`src/rtl/irq_mask_pkg.sv`:
```
package irq_mask_pkg;
  typedef enum logic [1:0] {
    SEL_MASK  = 2'd0,
    SEL_ROUTE = 2'd1,
    SEL_PEND  = 2'd2,
    SEL_CTRL  = 2'd3
  } reg_sel_e;
endpackage

```
`src/rtl/irq_bank.sv`:
```
module irq_bank #(
  parameter int W = 32
) (
  input  logic         clk,
  input  logic         rst,
  input  logic         we_mask,
  input  logic         we_route,
  input  logic [W-1:0] wdata,
  input  logic [W-1:0] src,
  output logic [W-1:0] mask_q,
  output logic [W-1:0] route_q,
  output logic [W-1:0] pend,
  output logic         any_irq,
  output logic         any_fiq,
  output logic         any_raw,
  output logic         any_pend
);
  always_ff @(posedge clk) begin
    if (rst) begin
      mask_q  <= '0;
      route_q <= '0;
    end else begin
      if (we_mask)  mask_q  <= wdata;
      if (we_route) route_q <= wdata;
    end
  end

  always_comb begin
    pend     = src & mask_q;
    any_irq  = |(pend & ~route_q);
    any_fiq  = |(pend & route_q);
    any_raw  = |src;
    any_pend = |pend;
  end
endmodule

```
`src/rtl/irq_out_stage.sv`:
```
module irq_out_stage #(
  parameter int W = 32
) (
  input  logic         clk,
  input  logic         rst,
  input  logic         irq_d,
  input  logic         fiq_d,
  input  logic         wake_d,
  input  logic [W-1:0] rdata_d,
  output logic         irq_q,
  output logic         fiq_q,
  output logic         wake_q,
  output logic [W-1:0] rdata_q
);
  always_ff @(posedge clk) begin
    if (rst) begin
      irq_q   <= 1'b0;
      fiq_q   <= 1'b0;
      wake_q  <= 1'b0;
      rdata_q <= '0;
    end else begin
      irq_q   <= irq_d;
      fiq_q   <= fiq_d;
      wake_q  <= wake_d;
      rdata_q <= rdata_d;
    end
  end
endmodule

```
`src/rtl/irq_mask_ctrl.sv`:
```
module irq_mask_ctrl
  import irq_mask_pkg::*;
#(
  parameter int NUM_BANKS = 2,
  parameter int BANK_W    = 32,
  localparam int NUM_SRC  = NUM_BANKS * BANK_W,
  localparam int SEL_W    = (NUM_BANKS > 1) ? $clog2(NUM_BANKS) : 1,
  localparam int ADDR_W   = SEL_W + 2
) (
  input  logic               clk,
  input  logic               rst,
  input  logic [NUM_SRC-1:0] src_i,
  input  logic               bus_we,
  input  logic [ADDR_W-1:0]  bus_addr,
  input  logic [BANK_W-1:0]  bus_wdata,
  output logic [BANK_W-1:0]  bus_rdata,
  output logic               irq_o,
  output logic               fiq_o,
  output logic               wake_o
);
  reg_sel_e            sel;
  logic [SEL_W-1:0]    bank_idx;
  logic                wake_qual;
  logic [NUM_SRC-1:0]  mask_all;
  logic [NUM_SRC-1:0]  route_all;
  logic [NUM_SRC-1:0]  pend_all;
  logic [NUM_BANKS-1:0] b_irq, b_fiq, b_raw, b_pend;
  logic                irq_d, fiq_d, wake_d;
  logic [BANK_W-1:0]   rdata_d;

  assign sel      = reg_sel_e'(bus_addr[1:0]);
  assign bank_idx = bus_addr[ADDR_W-1:2];

  always_ff @(posedge clk) begin
    if (rst)                            wake_qual <= 1'b0;
    else if (bus_we && sel == SEL_CTRL) wake_qual <= bus_wdata[0];
  end

  for (genvar b = 0; b < NUM_BANKS; b++) begin : g_bank
    logic hit;
    assign hit = (int'(bank_idx) == b);
    irq_bank #(.W(BANK_W)) u_bank (
      .clk     (clk),
      .rst     (rst),
      .we_mask (bus_we && hit && sel == SEL_MASK),
      .we_route(bus_we && hit && sel == SEL_ROUTE),
      .wdata   (bus_wdata),
      .src     (src_i[b*BANK_W +: BANK_W]),
      .mask_q  (mask_all[b*BANK_W +: BANK_W]),
      .route_q (route_all[b*BANK_W +: BANK_W]),
      .pend    (pend_all[b*BANK_W +: BANK_W]),
      .any_irq (b_irq[b]),
      .any_fiq (b_fiq[b]),
      .any_raw (b_raw[b]),
      .any_pend(b_pend[b])
    );
  end

  always_comb begin
    irq_d   = |b_irq;
    fiq_d   = |b_fiq;
    wake_d  = wake_qual ? (|b_pend) : (|b_raw);
    rdata_d = '0;
    for (int b = 0; b < NUM_BANKS; b++) begin
      if (int'(bank_idx) == b) begin
        case (sel)
          SEL_MASK:  rdata_d = mask_all[b*BANK_W +: BANK_W];
          SEL_ROUTE: rdata_d = route_all[b*BANK_W +: BANK_W];
          SEL_PEND:  rdata_d = pend_all[b*BANK_W +: BANK_W];
          default:   rdata_d = {{(BANK_W-1){1'b0}}, wake_qual};
        endcase
      end
    end
  end

  irq_out_stage #(.W(BANK_W)) u_out (
    .clk    (clk),
    .rst    (rst),
    .irq_d  (irq_d),
    .fiq_d  (fiq_d),
    .wake_d (wake_d),
    .rdata_d(rdata_d),
    .irq_q  (irq_o),
    .fiq_q  (fiq_o),
    .wake_q (wake_o),
    .rdata_q(bus_rdata)
  );
endmodule

```
`config.mk`:
```
export PLATFORM = sky130hd
export DESIGN_NAME = irq_mask_ctrl
export DESIGN_NICKNAME = d
export VERILOG_FILES = /design/src/rtl/irq_mask_pkg.sv /design/src/rtl/irq_bank.sv /design/src/rtl/irq_out_stage.sv /design/src/rtl/irq_mask_ctrl.sv
export SDC_FILE = /design/constraint.sdc
export NUM_CORES = 1
export LEC_CHECK = 0
export BUFFER_PORTS_ARGS = -buffer_cell sky130_fd_sc_hd__buf_2
export CORE_MARGIN = 4
export CORE_UTILIZATION = 25
export DETAILED_ROUTE_END_ITERATION = 12
export GPL_TIMING_DRIVEN = 0
export SYNTH_ARGS = -nofsm -noshare
export SYNTH_HDL_FRONTEND = slang
export SYNTH_HIERARCHICAL = 1
export SYNTH_SLANG_ARGS = --single-unit
```
`constraint.sdc`:
```
create_clock -name clk -period 2.1 [get_ports clk]
set_input_delay 0.105 -clock clk [delete_from_list [all_inputs] [get_ports clk]]
set_output_delay 0.105 -clock clk [all_outputs]
set_load 0.005 [all_outputs]
```
==> impl_results.md, run 1 <==
- Result of the run: complete, no violations
- Overall via count from detail_route: 8890
- Relative slew slack: between 50% and 60%
- GR met1 Demand/Resource: 24.0%
- Net count of the mapped netlist: 1141
- EDFF count, synth: 0
- Maximum clock insertion buffer count: 2
- Largest cells by area after synthesis: sky130_fd_sc_hd__dfxtp_1 36%, sky130_fd_sc_hd__mux2i_1 17%, sky130_fd_sc_hd__nor2_1 6.6%, sky130_fd_sc_hd__o32ai_2 5.0%, sky130_fd_sc_hd__a311oi_2 4.7%
- Synthesis-to-finish area growth: 24.9%
- Origin of the worst setup path: g_bank[1].u_bank/mask_q[23]
- Maximum number of pins on one net before global-route repair: 17
- Number of nets still failing antenna checks after routing: 0
- Final critical path time including I/O delays and setup: 2.09 ns
- Maximum single-stage delay on the critical path: slightly above 0.5 ns
- Post-layout worst setup margin: 0.00773 ns
- I/O pin count: 137
- Startpoint of the tightest hold check path: bus_wdata[21]
- Chip width: between 150 and 200 µm
- Post-layout total power: 7700 µW
- Largest area contributor in the synthesized netlist: sky130_fd_sc_hd__dfxtp_1
- Die Y: roughly 200 µm
- Number of search-and-repair iterations in the first detailed-routing pass: 6
- Initial Utilization: around 26%
- Sum of routed wire length over all layers: 39200 µm
- Antenna violations before repair: 3
- Number of DRC violations after detailed-routing iteration 0: approximately 950
- Clock latency on the worst-skew pair: 0.45 ns
- Sequence of cells on the critical path: nand2_2, inv_1, a32oi_4, nand4_1, or4_1, or2_4, and2b_2
- Path class of the lowest-slack min-delay path: input pin to flop
- Number of nets in the final layout: between 1000 and 1500
- Area of the mapped netlist: 9190 µm²
- Post-detail-place hpwl: 30700 µm
- Post-synthesis sequential area ratio: roughly 36%
- Gr ovfl total: 0
- Largest delay contributor family on the critical path: simple AND/OR/NAND/NOR gates
- Final setup vio count: 0
- Number of maximum-capacitance constraint violations: 0
- Most crowded layer after global routing: met2
- Number of levels in the clock H-tree: 4
- Max-slew violation total from the final report: 0
- Peak clock frequency supported by timing: roughly 480 MHz
- Clock-pin transition on the worst setup and hold timing paths: 0.07 ns
- Standard cell with the maximum stage delay on the critical path: sky130_fd_sc_hd__or4_1
- Worst Tran Pin Value: 0.716 ns
- Total number of yosys warnings: 6
- Post-synthesis cell type count: 37
- Aggregate global-route resource usage: between 10% and 20%
- Origin of the critical flop-to-flop path: g_bank[1].u_bank/mask_q[23]
- Most frequent cells after synthesis: 164 x sky130_fd_sc_hd__dfxtp_1, 162 x sky130_fd_sc_hd__nor2_1, 160 x sky130_fd_sc_hd__mux2i_1
- RSZ-0062 raised after global routing: false
- Kind of start point of the critical path: flop
- Site Rows: 69
- Global-route met2 utilization: 30.4%
- Share of the synthesized area in the top cell type: 35.7%
- Pre-CTS setup slack: -0.350 ns
- Type of element capturing the critical path: flop
- Leakage: 0.00481 µW
- Synthesized area per cell: 8.84 µm²
- Post-DR vias/cell: about 5.2
- Port bufs: 134
- Bufs and invs on worst path: 1
- Synthesized netlist cell count: 1039
- Clock tree from TritonCTS: yes
- Wire length of the first global-routing pass: between 50000 and 60000 µm
- Tcrit/Tclk final: approximately 100%
- # clock sinks: about 160
- Count leader, synth: sky130_fd_sc_hd__dfxtp_1
- WP data arrival: 2.44 ns
- Final weighted congestion of routability-driven global placement: just over 1
- Cts bufs inserted: 17
- Die outline area: ~40000 µm²
- Final Hold Violating Endpoints: 0
- IR drop worst, VDD: 0.000543 V
- Most frequently used flop master after synthesis: sky130_fd_sc_hd__dfxtp_1
- Fraction of final layout cells with drive strength greater than 1: between 20% and 30%
- Hold_ws: 0.0163 ns
- Root Driver: sky130_fd_sc_hd__clkbuf_16
- Vias in the first global route: 8668
- Placeable core region: 35900 µm²
- Pwr dens: 671 nW/µm²
- Worst clock skew: around 0.011 ns
- FF+latch count, synth: ~160
- DRC violations left: 0
- Fraction of met3 tracks used by global routing: 3.81%
- Crit path kind: flop to flop
- Crit path max fanout: 3
- Share of synthesized flip-flops with an asynchronous set or reset: 0%
- Buffers inserted by post-CTS timing repair: 0
- Routed wire per std cell: 23.1 µm
- Number of fillers in the final layout: 3830
- Required @ worst endpoint: 2.45 ns
[layout make-up]
class / instances / area, µm² / share of cell area [%]
Multi-Input combinational cell: 741 / 5380 / 46.9
Sequential cell: 164 / 3280 / 28.6
Timing Repair Buffer: 164 / 971 / 8.46
Tap cell: 461 / 577 / 5.03
Clock buffer: 19 / 453 / 3.95
Buffer: 70 / 400 / 3.49
Inverter: 64 / 240 / 2.09
Clock inverter: 13 / 163 / 1.42
Antenna cell: 2 / 5.00 / 0.0436
[sequential cells by signal (all words and copies together) (netlist names)]
| name | cells |
|---|---|
| g_bank.u_bank/mask_q | 64 |
| g_bank.u_bank/route_q | 64 |
| u_out/rdata_q | 32 |
| u_out/fiq_q | 1 |
| u_out/irq_q | 1 |
| u_out/wake_q | 1 |
| wake_qual | 1 |
[worst paths after layout]
| kind | to | slack [ns] | cells past startpoint |
|---|---|---|---|
| hold / removal | g_bank[1].u_bank/route_q[21] | 0.02 | 3 |
| hold reg to reg | g_bank[1].u_bank/mask_q[16] | 0.54 | 2 |
| setup / recovery | u_out/fiq_q | 0.008 | 7 |
| setup reg to reg | u_out/fiq_q | 0.008 | 7 |
[kinds of logic after synthesis]
| kind of cell | Yosys count | synth area share, % |
|---|---|---|
| AO/OA/AOI/OAI | 158 | 17.6 |
| buffers and inverters | 134 | 6.97 |
| flip-flops | 164 | 35.7 |
| multiplexers | 164 | 18.1 |
| AND/OR/NAND/NOR | 419 | 21.6 |
[tightest hold or removal path: stages]
cell,delay [ns]
sky130_fd_sc_hd__buf_2,0.15
sky130_fd_sc_hd__mux2i_1,0.09
sky130_fd_sc_hd__nor2_1,0.08
[power by group]
part           switching, µW  leakage [µW]  internal, µW
clock                   1480      0.000301          1860
combinational            639       0.00318           440
sequential              82.9       0.00133          3200
[cell usage in the layout, fill, tap and decap left out, types with 3 or more instances in the layout]
| master | n |
|---|---|
| sky130_fd_sc_hd__or2_2 | 3 |
| sky130_fd_sc_hd__or2_0 | 31 |
| sky130_fd_sc_hd__o22ai_1 | 32 |
| sky130_fd_sc_hd__a31oi_1 | 14 |
| sky130_fd_sc_hd__nor2_1 | 162 |
| sky130_fd_sc_hd__nand2_1 | 94 |
| sky130_fd_sc_hd__nor4_1 | 27 |
| sky130_fd_sc_hd__and3_1 | 21 |
| sky130_fd_sc_hd__dlygate4sd3_1 | 30 |
| sky130_fd_sc_hd__nor2b_1 | 31 |
| sky130_fd_sc_hd__nand2_2 | 5 |
| sky130_fd_sc_hd__o32ai_1 | 3 |
| sky130_fd_sc_hd__inv_1 | 64 |
| sky130_fd_sc_hd__clkinv_4 | 3 |
| sky130_fd_sc_hd__buf_2 | 163 |
| sky130_fd_sc_hd__a311oi_2 | 29 |
| sky130_fd_sc_hd__o21a_1 | 31 |
| sky130_fd_sc_hd__mux2i_1 | 160 |
| sky130_fd_sc_hd__and2b_2 | 5 |
| sky130_fd_sc_hd__clkbuf_1 | 26 |
| sky130_fd_sc_hd__inv_8 | 3 |
| sky130_fd_sc_hd__inv_6 | 4 |
| sky130_fd_sc_hd__buf_6 | 12 |
| sky130_fd_sc_hd__nand4_1 | 30 |
| sky130_fd_sc_hd__a31oi_4 | 4 |
| sky130_fd_sc_hd__dfxtp_1 | 163 |
| sky130_fd_sc_hd__clkbuf_16 | 17 |
| sky130_fd_sc_hd__a32oi_1 | 9 |
| sky130_fd_sc_hd__o32ai_2 | 28 |
[metrics by stage]
step / std cells / utilization (%) / TNS, ns / cell area [µm²]
3_3_place_gp: 1634 / 29.1 / -12.09 / 10400
6_report: 1698 / 32.0 / 0 / 11500
2_1_floorplan: 1039 / - / 0 / 9190
3_5_place_dp: 1634 / 29.1 / -13.05 / 10400
5_1_grt: 1698 / 32.0 / 0 / 11500
4_1_cts: 1696 / 31.9 / -0.0123 / 11400
[timing repair]
item	CTS	global route
pin swaps	3	4
endpoints found under the hold margin	118	0
endpoints found under the setup margin	2	2
hold buffers	30	0
gates cloned	0	0
gates resized for setup	12	7
[routing by layer]
layer	share of wire, %	up-vias
met5	0.033	-
met4	6.7	2
met3	7.1	129
met2	46	452
met1	41	4233
li1	-	4074
(Power assumes the default switching activity.)
==> inputs of run 2 (changes only) <==
--- a/config.mk
+++ b/config.mk
@@ -11,6 +11,8 @@
 export DETAILED_ROUTE_END_ITERATION = 12
 export GPL_TIMING_DRIVEN = 0
+export RECOVER_POWER = 50
 export SYNTH_ARGS = -nofsm -noshare
 export SYNTH_HDL_FRONTEND = slang
 export SYNTH_HIERARCHICAL = 1
 export SYNTH_SLANG_ARGS = --single-unit
+export TNS_END_PERCENT = 50
==> constraint.sdc (replaced) <==
create_clock -name clk -period 2.1 [get_ports clk]
set_input_delay 0.105 -clock clk [delete_from_list [all_inputs] [get_ports clk]]
set_output_delay 0.105 -clock clk [all_outputs]
set_load 0.05 [all_outputs]
==> run 2 against run 1 <==
Against the previous run:
- cell area fell by 1.8%
- clock skew barely moved
- critical path depth did not move
- critical endpoint unchanged
- largest power group unchanged
==> impl_results.md, run 2 (synthesized netlist as in run 1, its figures left out) <==
- Worst reg-to-reg path cell count: 7 (unchanged)
- Wire length of the first global-routing pass: 56600 µm (unchanged)
- Clock tree from TritonCTS: yes
- Area used by sequential logic in the layout: 3280 µm² (unchanged)
- Sequence of cells on the critical path: nand2_2, inv_1, a32oi_4, nand4_1, or4_1, or2_4, and2b_2
- Peak clock frequency supported by timing: 480 MHz (+0.33%)
- Synthesis-to-finish area growth: 22.7%
- Chip width: 200 µm (unchanged)
- Number of DRC violations after detailed-routing iteration 0: 889 (-6.8%)
- Crit path max fanout: 3 (unchanged)
- Number of nets still failing antenna checks after routing: 0 (unchanged)
- Final core occ: 31.4% (-0.57 points)
- Origin of the critical flop-to-flop path: g_bank[1].u_bank/mask_q[23]
- Overall via count from detail_route: 8773 (-1.3%)
- Port bufs: 134 (unchanged)
- Tcrit/Tclk final: 99.3% (-0.33 points)
- Gr ovfl total: 0 (unchanged)
- Pwr dens: 689 nW/µm² (+2.7%)
- Clock-pin transition on the worst setup and hold timing paths: 0.07 ns (about the same)
- Worst clock skew: 0.0109 ns (+0.000260 ns)
- Aggregate global-route resource usage: 19.2% (unchanged)
- Number of levels in the clock H-tree: 4 (unchanged)
- Worst Tran Pin Value: 0.843 ns (+0.127 ns)
- Bufs and invs on worst path: 1 (unchanged)
- Startpoint of the tightest hold check path: bus_wdata[22]
- Type of element capturing the critical path: flop
- Number of maximum-capacitance constraint violations: 0 (unchanged)
- Sum of routed wire length over all layers: 39300 µm (+0.17%)
- Result of the run: complete, no violations
- Largest registers in the final layout: g_bank.u_bank/mask_q (64), g_bank.u_bank/route_q (64), u_out/rdata_q (32)
- Number of search-and-repair iterations in the first detailed-routing pass: 5 (-1)
- Standard cell with the maximum stage delay on the critical path: sky130_fd_sc_hd__or4_1
- Vias in the first global route: 8668 (unchanged)
- Initial Utilization: 25.6% (unchanged)
- Origin of the worst setup path: g_bank[1].u_bank/mask_q[23]
- Crit path kind: flop to flop
- Largest delay contributor family on the critical path: simple AND/OR/NAND/NOR gates
- Routed wire per std cell: 23.1 µm (+0.17%)
- Fraction of final layout cells with drive strength greater than 1: 18.8% (-5.3 points)
- Instance count along the most critical hold path: 3 (unchanged)
- Cts bufs inserted: 17 (unchanged)
- Post-route setup TNS: 0 ns (unchanged)
- Most frequent cells in the layout: 163 x sky130_fd_sc_hd__dfxtp_1, 162 x sky130_fd_sc_hd__nor2_1, 160 x sky130_fd_sc_hd__mux2i_1
- Die outline area: 39900 µm² (unchanged)
- Die Y: 200 µm (unchanged)
- Site Rows: 69 (unchanged)
- Kind of start point of the critical path: flop
- Number of logic stages on the critical path including buffering: 7 (unchanged)
- Area taken by multi-input logic gates: 5230 µm² (-2.9%)
- Required @ worst endpoint: 2.45 ns (about the same)
- # clock sinks: 164 (unchanged)
- DRC violations left: 0 (unchanged)
- WP data arrival: 2.43 ns (about the same)
- Commonest non-fill, non-tap cell in the layout: sky130_fd_sc_hd__dfxtp_1
- Maximum single-stage delay on the critical path: 0.51 ns (about the same)
- Post-detail-place hpwl: 30700 µm (unchanged)
- Final weighted congestion of routability-driven global placement: 1.01 (unchanged)
- Root Driver: sky130_fd_sc_hd__clkbuf_16
- Final setup vio count: 0 (unchanged)
- Number of fillers in the final layout: 3872 (+1.1%)
- Antenna violations before repair: 3 (unchanged)
- RSZ-0062 raised after global routing: false
- Max-slew violation total from the final report: 0 (unchanged)
- Path class of the lowest-slack min-delay path: input pin to flop
- Placeable core region: 35900 µm² (unchanged)
- Final Instance Area: 11300 µm² (-1.8%)
- Number of nets in the final layout: 1324 (unchanged)
- Leakage: 0.00463 µW (-3.8%)
- Placed cell areas: 10400 µm² (unchanged)
- IR drop worst, VDD: 0.000545 V (+0.42%)
- I/O pin count: 137 (unchanged)
- Final Hold Violating Endpoints: 0 (unchanged)
- Maximum number of pins on one net before global-route repair: 17 (unchanged)
- Final critical path time including I/O delays and setup: 2.09 ns (-0.00697 ns)
- Clock latency on the worst-skew pair: 0.45 ns (about the same)
- Post-DR vias/cell: 5.17 (-1.3%)
- Maximum clock insertion buffer count: 2 (unchanged)
- Relative slew slack: 43.8% (-8.5 points)
## run 2: path summary, 6_finish.rpt
check | to | slack (ns)
max | u_out/fiq_q | 0.01
min | g_bank[0].u_bank/mask_q[22] | 0.02
max reg2reg | u_out/fiq_q | 0.01
min reg2reg | g_bank[1].u_bank/mask_q[7] | 0.54
## run 2: per-layer routing
layer / vias to the layer above / track usage (%) / part of all wire, %
li1: 4069 / - / -
met1: 4176 / 24.0 / 41
met2: 413 / 30.4 / 45
met3: 113 / 3.81 / 6.9
met4: 2 / 12.0 / 6.6
met5: - / 0 / 0.033
## run 2: what timing repair did
item                                   CTS  global route
pin swaps                                3             4
hold buffers                            30             0
setup endpoints to repair                2             2
cloned                                   0             0
buffers inserted                         0             0
endpoints found under the hold margin  118             0
resized for setup                       12             7
## run 2: tightest hold or removal path: stages
cell,delay (ns)
sky130_fd_sc_hd__buf_2,0.16
sky130_fd_sc_hd__mux2i_1,0.10
sky130_fd_sc_hd__nor2_1,0.07
## run 2: report_power, final
part | internal (µW) | switching [µW] | leakage, µW
logic | 414 | 738 | 0.00300
clock network | 1860 | 1470 | 0.000301
registers | 3200 | 84.5 | 0.00133
total | 5470 | 2290 | 0.00463
## run 2: layout make-up
| cell class | instances | share of cell area [%] |
|---|---|---|
| Buffer | 70 | 3.53 |
| Clock buffer | 19 | 4.02 |
| Multi-Input combinational cell | 741 | 46.4 |
| Clock inverter | 13 | 1.44 |
| Tap cell | 461 | 5.12 |
| Inverter | 64 | 2.13 |
| Sequential cell | 164 | 29.1 |
| Timing Repair Buffer | 164 | 8.20 |
| Antenna cell | 2 | 0.0444 |
## run 2: metrics by stage
| step | cells | hold WS (ns) | total power [µW] | setup slack, ns |
|---|---|---|---|---|
| global route | 1698 | 0.0196 | 8040 | 0.00440 |
| detailed placement | 1634 | 0.397 | 4470 | -0.350 |
| finish | 1698 | 0.0250 | 7770 | 0.0147 |
| global placement | 1634 | 0.390 | 4460 | -0.338 |
| floorplan | 1039 | 0.177 | 4000 | 0.352 |
| CTS | 1696 | 0.000898 | 7830 | -0.0123 |
==> inputs of run 3 (changes only) <==
ABC_AREA = 1   (was unset)
==> run 3 against run 2 <==
Against the previous run:
- sequential share of layout area is 0.89 points lower
- die area is 3.0% higher
- critical path depth is 3 higher
- non-clock buffer count is 1 higher
- final cell count is 31% higher
- cell area is 3.1% higher
- utilization is 0.39 points lower
- global-route usage is 0.56 points lower
- sequential power hardly changed
- maximum frequency is 12% higher
- critical path type is now input pin to flop
- largest power group is now sequential cells
- highest routed layer unchanged
==> impl_results.md, run 3 <==
- Result of the run: complete, no violations
- Number of DRC violations after detailed-routing iteration 0: 996 (+12%)
- Reg-to-reg critical path endpoint: u_out/fiq_q
- Worst Tran Pin Value: 0.674 ns (-0.169 ns)
- Total number of yosys warnings: 6 (unchanged)
- Crit path max fanout: 10 (+7)
- Post-synthesis sequential area ratio: 34.6% (-1.1 points)
- Net count of the mapped netlist: 1625 (+42%)
- Die Y: 203 µm (+1.5%)
- Final weighted congestion of routability-driven global placement: 0.956 (-5.3%)
- Proportion of power drawn by the clock network: 42.9% (about the same)
- Max-slew violation total from the final report: 0 (unchanged)
- EDFF count, synth: 0 (unchanged)
- WP data arrival: 2.22 ns (-0.21 ns)
- Internal reg-to-reg setup slack: 0.44 ns (+0.43 ns)
- Antenna violations before repair: 3 (unchanged)
- Origin of the critical flop-to-flop path: g_bank[1].u_bank/mask_q[22]
- Vias in the first global route: 9996 (+15%)
- Post-detail-place hpwl: 31000 µm (+0.67%)
- Worst reg-to-reg path cell count: 9 (+2)
- Part of the power in combinational logic: 13.1% (-1.7 points)
- Number of maximum-capacitance constraint violations: 0 (unchanged)
- RSZ-0062 raised after global routing: false
- Port bufs: 133 (-0.75%)
- Count leader, synth: sky130_fd_sc_hd__nand2_1
- Final standard cell count with taps included and fillers excluded: 2231 (+31%)
- Sum of routed wire length over all layers: 39100 µm (-0.57%)
- Routed wire per std cell: 17.5 µm (-24%)
- Number of nets still failing antenna checks after routing: 0 (unchanged)
- Pwr dens: 635 nW/µm² (-7.8%)
- Placeable core region: 37500 µm² (+4.4%)
- Share of the synthesized area in the top cell type: 34.6% (-1.1 points)
- Most frequently used flop master after synthesis: sky130_fd_sc_hd__dfxtp_1
- I/O pin count: 137 (unchanged)
- Clock latency on the worst-skew pair: 0.44 ns (about the same)
- IR drop worst, VDD: 0.000500 V (-8.3%)
- Path class of the lowest-slack min-delay path: input pin to flop
- Pre-CTS setup slack: -0.392 ns (-0.0412 ns)
- Maximum number of pins on one net before global-route repair: 17 (unchanged)
- Instance count along the most critical hold path: 3 (unchanged)
- Synthesis-to-finish area growth: 22.6% (about the same)
- Post-layout worst setup margin: 0.242 ns (+0.227 ns)
- Aggregate global-route resource usage: 18.6% (-0.56 points)
- Cts bufs inserted: 17 (unchanged)
- Fraction of final layout cells with drive strength greater than 1: 13.3% (-5.5 points)
- Gr ovfl total: 0 (unchanged)
- Post-synthesis cell type count: 24 (-35%)
- Number of instances in the placed design: 2167 (+33%)
- Hold_ws: 0.0115 ns (-0.0135 ns)
- FF+latch count, synth: 164 (unchanged)
- Site Rows: 71 (+2.9%)
- # clock sinks: 164 (unchanged)
- Final setup vio count: 0 (unchanged)
- Most frequent cells in the layout: 631 x sky130_fd_sc_hd__nand2_1, 165 x sky130_fd_sc_hd__nor2_1, 164 x sky130_fd_sc_hd__dfxtp_1
- Largest area contributor in the synthesized netlist: sky130_fd_sc_hd__dfxtp_1
- Crit path kind: input pin to flop
- Sequential group share of total power: 44.0% (+1.7 points)
- Wire length of the first global-routing pass: 58300 µm (+2.9%)
- Number of fillers in the final layout: 4229 (+9.2%)
- Startpoint of the tightest hold check path: bus_wdata[7]
- Type of element capturing the critical path: flop
- Synthesized netlist cell count: 1523 (+47%)
- Die outline area: 41100 µm² (+3.0%)
- Clock tree from TritonCTS: yes
- Worst clock skew: 0.0146 ns (+0.00373 ns)
- Tcrit/Tclk final: 88.5% (-11 points)
- Kind of start point of the critical path: input pin
- Area of the mapped netlist: 9480 µm² (+3.1%)
- Relative slew slack: 54.8% (+11 points)
- Synthesized area per cell: 6.22 µm² (-30%)
- DRC violations left: 0 (unchanged)
- Final critical path time including I/O delays and setup: 1.86 ns (-0.227 ns)
- Largest cells by area after synthesis: sky130_fd_sc_hd__dfxtp_1 35%, sky130_fd_sc_hd__nand2_1 25%, sky130_fd_sc_hd__nand3_1 7.1%, sky130_fd_sc_hd__nor2_1 6.4%, sky130_fd_sc_hd__inv_1 6.1%
- Number of nets in the final layout: 1807 (+36%)
- Most frequent cells after synthesis: 631 x sky130_fd_sc_hd__nand2_1, 164 x sky130_fd_sc_hd__dfxtp_1, 162 x sky130_fd_sc_hd__nor2_1
- Internal Power: 5250 µW (-4.1%)
- Maximum clock insertion buffer count: 2 (unchanged)
- Commonest non-fill, non-tap cell in the layout: sky130_fd_sc_hd__nand2_1
- Buffers inserted by post-CTS timing repair: 0 (unchanged)
- Number of search-and-repair iterations in the first detailed-routing pass: 7 (+2)
- Net switching component of the power: 2130 µW (-7.1%)
- Initial Utilization: 25.3% (-0.31 points)
- Peak clock frequency supported by timing: 538 MHz (+12%)
- Leakage: 0.00535 µW (+16%)
- Chip width: 203 µm (+1.5%)
- Root Driver: sky130_fd_sc_hd__clkbuf_16
- Largest registers in the final layout: g_bank.u_bank/mask_q (64), g_bank.u_bank/route_q (64), u_out/rdata_q (32)
- Net switching share of the total power: 28.9% (-0.67 points)
- Number of levels in the clock H-tree: 4 (unchanged)
- Hold EP: g_bank[1].u_bank/mask_q[7]
- Overall via count from detail_route: 10400 (+19%)
- Post-DR vias/cell: 4.67 (-9.6%)
- Share of synthesized flip-flops with an asynchronous set or reset: 0% (unchanged)
- Final Hold Violating Endpoints: 0 (unchanged)
- Required @ worst endpoint: 2.46 ns (about the same)
- Clock-pin transition on the worst setup and hold timing paths: 0.06 ns (about the same)
-- run 3: changes by cell type after synthesis, sizes merged, moves of 32 or more --
cell    previous run  this run
nand2             99       631
nand3              1       134
a211oi             0        52
inv               64       160
or2               36         2
a21oi              1        77
mux2i            160         0
o22ai             32         0
-- run 3: worst max-delay path by stage --
stage,endpoint,startpoint,slack [ns],depth (start not counted)
final,g_bank[0].u_bank/mask_q[26],bus_addr[0],0.24,10
after global routing,g_bank[0].u_bank/mask_q[24],bus_addr[0],0.16,10
after CTS,g_bank[0].u_bank/route_q[11],bus_addr[0],0.07,10
after detailed placement,g_bank[0].u_bank/route_q[11],bus_addr[0],-0.39,10
after global placement,g_bank[1].u_bank/route_q[12],bus_addr[0],-0.35,10
after floorplan,g_bank[0].u_bank/route_q[29],bus_addr[0],0.41,10
-- run 3: cell type report --
type / count / area [µm²] / share of cell area (%)
buffer: 72 / 520 / 4.48
tap: 511 / 639 / 5.50
clock buffer: 20 / 467 / 4.02
multi-input combinational: 1126 / 5060 / 43.5
timing repair buffer: 163 / 920 / 7.91
inverter: 161 / 609 / 5.24
sequential: 164 / 3280 / 28.3
clock inverter: 12 / 121 / 1.04
antenna: 2 / 5.00 / 0.0431
-- run 3: repair_timing --
action | CTS | global route
setup endpoints to repair | 0 | 35
hold buffers | 30 | 0
gates resized for setup | 0 | 2
endpoints found under the hold margin | 63 | 0
-- run 3: metal layers --
layer	part of all wire [%]	GRT usage [%]	vias to the layer above	wire (µm)
met3	6.5	3.51	80	2540
met2	49	32.6	384	19100
li1	-	-	5132	-
met1	41	22.6	4826	16000
met4	3.7	7.25	2	1460
met5	0.046	0	-	18
-- run 3: cells by family (layout without fill, tap and decap cells) --
logic type | count (synthesis) | count (layout) | synth area share (%)
AOI/OAI and AO/OA | 151 | 151 | 11.5
other | 0 | 2 | 0
DFF | 164 | 164 | 34.6
and+or+nand+nor | 975 | 975 | 41.9
buffers and inverters | 233 | 428 | 12.0
-- run 3: metrics by stage --
| step | area, µm² | power (µW) | setup TNS [ns] | util (%) |
|---|---|---|---|---|
| finish | 11600 | 7380 | 0 | 31.0 |
| global route | 11600 | 7640 | 0 | 31.0 |
| CTS | 11700 | 7420 | 0 | 31.1 |
| detailed placement | 10800 | 4230 | -19.92 | 28.8 |
| global placement | 10800 | 4220 | -17.00 | 28.8 |
| floorplan | 9480 | 3800 | 0 | - |
-- run 3: critical path, stage by stage --
cell                       delay, ns
sky130_fd_sc_hd__buf_6          0.13
sky130_fd_sc_hd__nor2_1         0.22
sky130_fd_sc_hd__buf_6          0.22
sky130_fd_sc_hd__buf_6          0.18
sky130_fd_sc_hd__inv_1          0.07
sky130_fd_sc_hd__nor3_1         0.16
sky130_fd_sc_hd__clkbuf_1       0.36
sky130_fd_sc_hd__clkbuf_1       0.48
sky130_fd_sc_hd__nand2_1        0.11
sky130_fd_sc_hd__a21oi_1        0.17
-- run 3: power by group through the flow --
stage / Sequential, µW / Combinational, µW / Clock [µW]
3_5_place_dp: 3320 / 912 / 0
6_report: 3250 / 964 / 3170
2_1_floorplan: 3350 / 451 / 0
3_3_place_gp: 3320 / 904 / 0
5_1_grt: 3260 / 1040 / 3340
4_1_cts: 3250 / 963 / 3210
